==> src/rtl/sgc_pkg.sv <==
package sgc_pkg;
  typedef enum logic [1:0] {
    ST_RUN  = 2'd0,
    ST_HOLD = 2'd1,
    ST_WAIT = 2'd2
  } sgc_state_e;

  localparam logic [1:0] POL_OFF    = 2'b00;
  localparam logic [1:0] POL_SW     = 2'b01;
  localparam logic [1:0] POL_AWAKE  = 2'b10;
  localparam logic [1:0] POL_ALWAYS = 2'b11;

  localparam int FLAG_POR = 0;
  localparam int FLAG_BOR = 1;
  localparam int NFLAGS   = 2;
endpackage

==> src/rtl/sgc_sync.sv <==
module sgc_sync #(
  parameter int W      = 1,
  parameter int STAGES = 2
) (
  input  logic         clk,
  input  logic         rst_n,
  input  logic [W-1:0] d_i,
  output logic [W-1:0] q_o
);
  logic [W-1:0] stage_q [STAGES];

  generate
    for (genvar s = 0; s < STAGES; s++) begin : g_stage
      if (s == 0) begin : g_first
        always_ff @(posedge clk or negedge rst_n) begin
          if (!rst_n) stage_q[s] <= '0;
          else        stage_q[s] <= d_i;
        end
      end else begin : g_next
        always_ff @(posedge clk or negedge rst_n) begin
          if (!rst_n) stage_q[s] <= '0;
          else        stage_q[s] <= stage_q[s-1];
        end
      end
    end
  endgenerate

  assign q_o = stage_q[STAGES-1];
endmodule

==> src/rtl/sgc_enable.sv <==
module sgc_enable
  import sgc_pkg::*;
(
  input  logic       clk,
  input  logic       rst_n,
  input  logic [1:0] en_cfg_i,
  input  logic       sleep_i,
  input  logic       sw_wr_i,
  input  logic       sw_data_i,
  output logic       det_en_o,
  output logic       sw_rd_o
);
  logic sw_q, sw_d;

  always_comb begin
    sw_d = sw_q;
    if (sw_wr_i) sw_d = sw_data_i;
  end

  always_ff @(posedge clk or negedge rst_n) begin
    if (!rst_n)       sw_q <= 1'b0;
    else if (sw_wr_i) sw_q <= sw_d;
  end

  always_comb begin
    det_en_o = 1'b0;
    sw_rd_o  = 1'b0;
    unique case (en_cfg_i)
      POL_OFF:    det_en_o = 1'b0;
      POL_SW:     begin det_en_o = sw_q; sw_rd_o = sw_q; end
      POL_AWAKE:  det_en_o = ~sleep_i;
      POL_ALWAYS: det_en_o = 1'b1;
      default:    det_en_o = 1'b0;
    endcase
  end
endmodule

==> src/rtl/sgc_seq.sv <==
module sgc_seq
  import sgc_pkg::*;
#(
  parameter int DELAY_CYC = 64,
  localparam int CW = $clog2(DELAY_CYC + 1)
) (
  input  logic          clk,
  input  logic          rst_n,
  input  logic          det_en_i,
  input  logic          low_i,
  input  logic          pwrt_en_i,
  output logic          hold_o,
  output logic [CW-1:0] cnt_o,
  output logic          entry_o
);
  localparam logic [CW-1:0] LAST = CW'(DELAY_CYC - 1);

  sgc_state_e    st_q, st_d;
  logic [CW-1:0] cnt_q, cnt_d;
  logic          cnt_ld;
  logic          trip;

  assign trip = det_en_i & low_i;

  always_comb begin
    st_d    = st_q;
    cnt_d   = cnt_q;
    entry_o = 1'b0;
    unique case (st_q)
      ST_RUN: begin
        cnt_d = '0;
        if (trip) begin
          st_d    = ST_HOLD;
          entry_o = 1'b1;
        end
      end
      ST_HOLD: begin
        cnt_d = '0;
        if (!trip) st_d = pwrt_en_i ? ST_WAIT : ST_RUN;
      end
      ST_WAIT: begin
        if (trip) begin
          st_d    = ST_HOLD;
          cnt_d   = '0;
          entry_o = 1'b1;
        end else if (cnt_q == LAST) begin
          st_d  = ST_RUN;
          cnt_d = '0;
        end else begin
          cnt_d = cnt_q + 1'b1;
        end
      end
      default: begin
        st_d  = ST_HOLD;
        cnt_d = '0;
      end
    endcase
  end

  assign cnt_ld = (cnt_d != cnt_q);

  always_ff @(posedge clk or negedge rst_n) begin
    if (!rst_n) st_q <= ST_RUN;
    else        st_q <= st_d;
  end

  always_ff @(posedge clk or negedge rst_n) begin
    if (!rst_n)      cnt_q <= '0;
    else if (cnt_ld) cnt_q <= cnt_d;
  end

  assign hold_o = (st_q != ST_RUN);
  assign cnt_o  = cnt_q;
endmodule

==> src/rtl/sgc_flags.sv <==
module sgc_flags #(
  parameter int N = 2
) (
  input  logic         clk,
  input  logic         rst_n,
  input  logic [N-1:0] set_i,
  input  logic [N-1:0] clr_i,
  output logic [N-1:0] flag_o
);
  logic [N-1:0] flag_q, flag_d, flag_en;

  generate
    for (genvar i = 0; i < N; i++) begin : g_flag
      always_comb begin
        flag_en[i] = set_i[i] | clr_i[i];
        flag_d[i]  = set_i[i];
      end
      always_ff @(posedge clk or negedge rst_n) begin
        if (!rst_n)          flag_q[i] <= 1'b1;
        else if (flag_en[i]) flag_q[i] <= flag_d[i];
      end
    end
  endgenerate

  assign flag_o = flag_q;
endmodule

==> src/rtl/sgc_top.sv <==
module sgc_top
  import sgc_pkg::*;
#(
  parameter int DELAY_CYC = 64,
  localparam int CW = $clog2(DELAY_CYC + 1)
) (
  input  logic          clk,
  input  logic          rst_n,
  input  logic          vlow_i,
  input  logic [1:0]    en_cfg_i,
  input  logic          sw_wr_i,
  input  logic          sw_data_i,
  input  logic          sleep_i,
  input  logic          pwrt_en_i,
  input  logic          por_evt_i,
  input  logic          dsleep_exit_i,
  input  logic          clr_por_i,
  input  logic          clr_bor_i,
  input  logic [1:0]    thr_sel_i,
  output logic [1:0]    thr_sel_o,
  output logic          rst_o,
  output logic [CW-1:0] delay_cnt_o,
  output logic          sw_en_o,
  output logic          por_flag_o,
  output logic          bor_flag_o
);
  logic              low_s;
  logic              det_en;
  logic              entry;
  logic [NFLAGS-1:0] fset, fclr, fq;

  sgc_sync #(.W(1), .STAGES(2)) u_sync (
    .clk(clk), .rst_n(rst_n), .d_i(vlow_i), .q_o(low_s)
  );

  sgc_enable u_en (
    .clk(clk), .rst_n(rst_n), .en_cfg_i(en_cfg_i), .sleep_i(sleep_i),
    .sw_wr_i(sw_wr_i), .sw_data_i(sw_data_i),
    .det_en_o(det_en), .sw_rd_o(sw_en_o)
  );

  sgc_seq #(.DELAY_CYC(DELAY_CYC)) u_seq (
    .clk(clk), .rst_n(rst_n), .det_en_i(det_en), .low_i(low_s),
    .pwrt_en_i(pwrt_en_i), .hold_o(rst_o), .cnt_o(delay_cnt_o),
    .entry_o(entry)
  );

  always_comb begin
    fset[FLAG_POR] = por_evt_i | dsleep_exit_i;
    fset[FLAG_BOR] = entry | por_evt_i | dsleep_exit_i;
    fclr[FLAG_POR] = clr_por_i;
    fclr[FLAG_BOR] = clr_bor_i;
  end

  sgc_flags #(.N(NFLAGS)) u_flags (
    .clk(clk), .rst_n(rst_n), .set_i(fset), .clr_i(fclr), .flag_o(fq)
  );

  assign por_flag_o = fq[FLAG_POR];
  assign bor_flag_o = fq[FLAG_BOR];
  assign thr_sel_o  = thr_sel_i;
endmodule

==> config.mk <==
export PLATFORM = sky130hd
export DESIGN_NAME = sgc_top
export DESIGN_NICKNAME = d
export VERILOG_FILES = /design/src/rtl/sgc_pkg.sv /design/src/rtl/sgc_sync.sv /design/src/rtl/sgc_enable.sv /design/src/rtl/sgc_seq.sv /design/src/rtl/sgc_flags.sv /design/src/rtl/sgc_top.sv
export SDC_FILE = /design/constraint.sdc
export NUM_CORES = 1
export LEC_CHECK = 0
export ABC_AREA = 0
export BUFFER_PORTS_ARGS = -buffer_cell sky130_fd_sc_hd__clkbuf_2
export CAP_MARGIN = 30
export CORE_MARGIN = 10
export CORE_UTILIZATION = 45
export DETAILED_ROUTE_END_ITERATION = 7
export HOLD_SLACK_MARGIN = 0.02
export PLACE_DENSITY = 0.83
export SYNTH_ARGS = -nofsm -noshare
export SYNTH_HDL_FRONTEND = slang
export SYNTH_SLANG_ARGS = --single-unit
==> constraint.sdc <==
create_clock -name clk -period 1.4 [get_ports clk]
set_input_delay 0.28 -clock clk [delete_from_list [all_inputs] [get_ports clk]]
set_output_delay 0.28 -clock clk [all_outputs]
set_load 0.05 [all_outputs]
==> run metrics <==
status=completed; Max Cap Viol=0; final wirelength=1560 um; skew final=approximately 0.00073 ns; drt wl/cell=14.2 um; register area=360 um^2; RSZ-0062 raised after global routing=yes; CTS tree=yes; Post-Synthesis Cell Area=693 um^2; # diodes=0; Final Cycle Share=99.9%; Critical Path RT=1.12 ns; proportion of synthesized chip area in sequential cells=50.9%; Routed Antenna Nets=0; DIE AREA=3510 um^2; initial core utilization=46.6%; initial antenna violation count=0; Num CTS Buffers=3; Synth Register Bits=14; global-route wire length before repair=2570 um; clk buf depth=2; Rel. slew slack=76.0%; WHS Path Cells=1; FILL cells=125; Util after Layout=approximately 65%; largest net degree at the start of global routing=15; CP arrival=1.12 ns; area growth from synthesis to layout=38.8%; Core Area=1490 um^2; post-synthesis cell count=63; CP Class=flop to output pin; I/O Buffers=23; Setup violations, final=0; synthesized area per cell=11.0 um^2; vias in the first global route=around 600; Max Slew Vio Count=0; post-synth cell types=23; area taken by multi-input logic gates=339 um^2; CP Capture Type=output pin; Max VDD drop=1.16 mV; Worst setup SP type=flop; Die W=59.2 um; synth warn=0; Final Hold Fails=0; clk sink count=14; final non-filler cell total=110; Die Height=59.2 um; worst skew pair latency=0.28 ns; type of the tightest min-delay check=input port to flop; DRC viols=0; Lkg Pwr=0.454 nW; worst slew pin tran=0.359 ns; Cell Rows=14; DR pass1 iterations=3; Vias=approximately 560; FMAX=715 MHz; fin crit period=1.40 ns; GR Overflow Total=0; total track usage=9.42%; ratio of cells with drive above 1 in the final layout=a little under three fifths; CP Max Fanout=3; PwrDens=1400 nW/um^2; clk slew on worst S/H paths=0.09 ns; # H-tree levels=1; final net count=roughly 110; Top Ports=28; reg2reg path depth=4; GPL Wtd Cong=0.807; dpl cells=100; DR iter-0 viols=11; CTS root buffer=clkbuf_4; routed vias/inst=roughly 5.1; Synthesized Nets=82; hpwl dp=about 1200 um
cell usage after synthesis:
library cell  instances  area, um^2
nand3_1               5        25.0
dfrtp_1              12         300
a31oi_4               1        21.3
nand2b_4              1        13.8
ha_1                  4        50.1
o31ai_2               1        12.5
mux2_2                1        11.3
o21a_1                1        7.51
nand3_2               1        10.0
and3_2                1        7.51
xnor2_1               2        17.5
xor2_1                2        17.5
mux2i_1               1        10.0
or3_1                 1        6.26
dfstp_2               2        52.6
buf_4                 2        15.0
nor2_1               10        37.5
nand2_1               4        15.0
o21ai_0               3        15.0
inv_1                 5        18.8
o221ai_1              1        8.76
and3_4                1        11.3
o2bb2ai_1             1        8.76
worst paths after layout:
path                       slack, ns               from                end
setup / recovery              0.0008      u_seq.st_q[0]              rst_o
hold / removal                  0.10             vlow_i  u_sync.stage_q[1]
setup reg to reg                0.13         u_sync.q_o      u_seq.st_q[0]
hold reg to reg                 0.36  u_sync.stage_q[1]         u_sync.q_o
max in group asynchronous       0.66              rst_n  u_flags.flag_o[0]
min in group asynchronous       0.43              rst_n     u_seq.cnt_o[2]
worst max-delay path, stage by stage (launching register included):
cell and delay [ns]:
dfrtp_1 0.40, inv_2 0.09, ha_4 0.16, inv_4 0.04
clkbuf_16 0.16
cells in the final DEF, fill, tap and decap left out, drive strengths merged:
cell,n
a31oi,1
nor2,10
inv,5
buf,5
mux2,1
or3,1
dlygate4sd3,1
nand3,6
clkbuf,27
xnor2,2
o31ai,1
o221ai,1
dfstp,2
nand2,4
dfrtp,12
o2bb2ai,1
ha,4
o21a,1
xor2,2
mux2i,1
o21ai,3
nand2b,1
and3,2
power by group:
group	switching, mW	internal [mW]
logic	0.299	0.279
clock network	0.135	0.158
registers	0.0298	0.445
metal layers:
metal	routed length, um	up-vias	track usage (%)
met5	0	-	0
met4	27	0	4.92
met3	158	5	3.86
met2	786	17	16.0
met1	591	259	9.55
li1	-	276	-
layout make-up:
type,instances,area share (%)
timing repair buffer,29,19.2
clock buffer,4,3.77
multi-input combinational,42,35.2
sequential,14,37.5
tap,16,2.08
inverter,5,2.21
state kept, by name (all words and copies together), names as in the netlist:
signal / flops
u_seq.cnt_o: 7
u_sync.stage_q: 1
u_seq.st_q: 2
u_sync.q_o: 1
u_flags.flag_o: 2
u_en.sw_q: 1
cell families (layout without fill, tap and decap cells):
family / after synthesis / after routing / synth area share, %
compound gates: 8 / 8 / 10.6
xor+xnor: 4 / 4 / 5.06
fa+ha+maj: 4 / 4 / 7.22
buf+inv: 7 / 38 / 4.87
flops: 14 / 14 / 50.9
mux: 2 / 2 / 3.07
simple gates: 24 / 24 / 18.2
repair_timing:
| action | in CTS | in global routing |
|---|---|---|
| pin swaps | 1 | 1 |
| endpoints found under the setup margin | 1 | 3 |
| gates resized for setup | 8 | 4 |
| hold endpoints to repair | 12 | 0 |
| buffers inserted | 4 | 1 |
| hold buffers | 1 | 0 |
per-stage QoR:
stage	setup TNS [ns]	instance area, um^2	hold WS, ns	total power, mW	setup slack, ns
after floorplan	0	718	-0.0156	0.762	0.0223
after global routing	-0.0352	962	0.102	1.41	-0.0352
after global placement	0	838	0.196	0.828	0.138
after detailed placement	0	838	0.208	0.857	0.0818
after CTS	0	947	0.0991	1.31	0.000883
final	0	962	0.102	1.35	0.000820
Note: power is estimated with default switching activity, not from simulation.
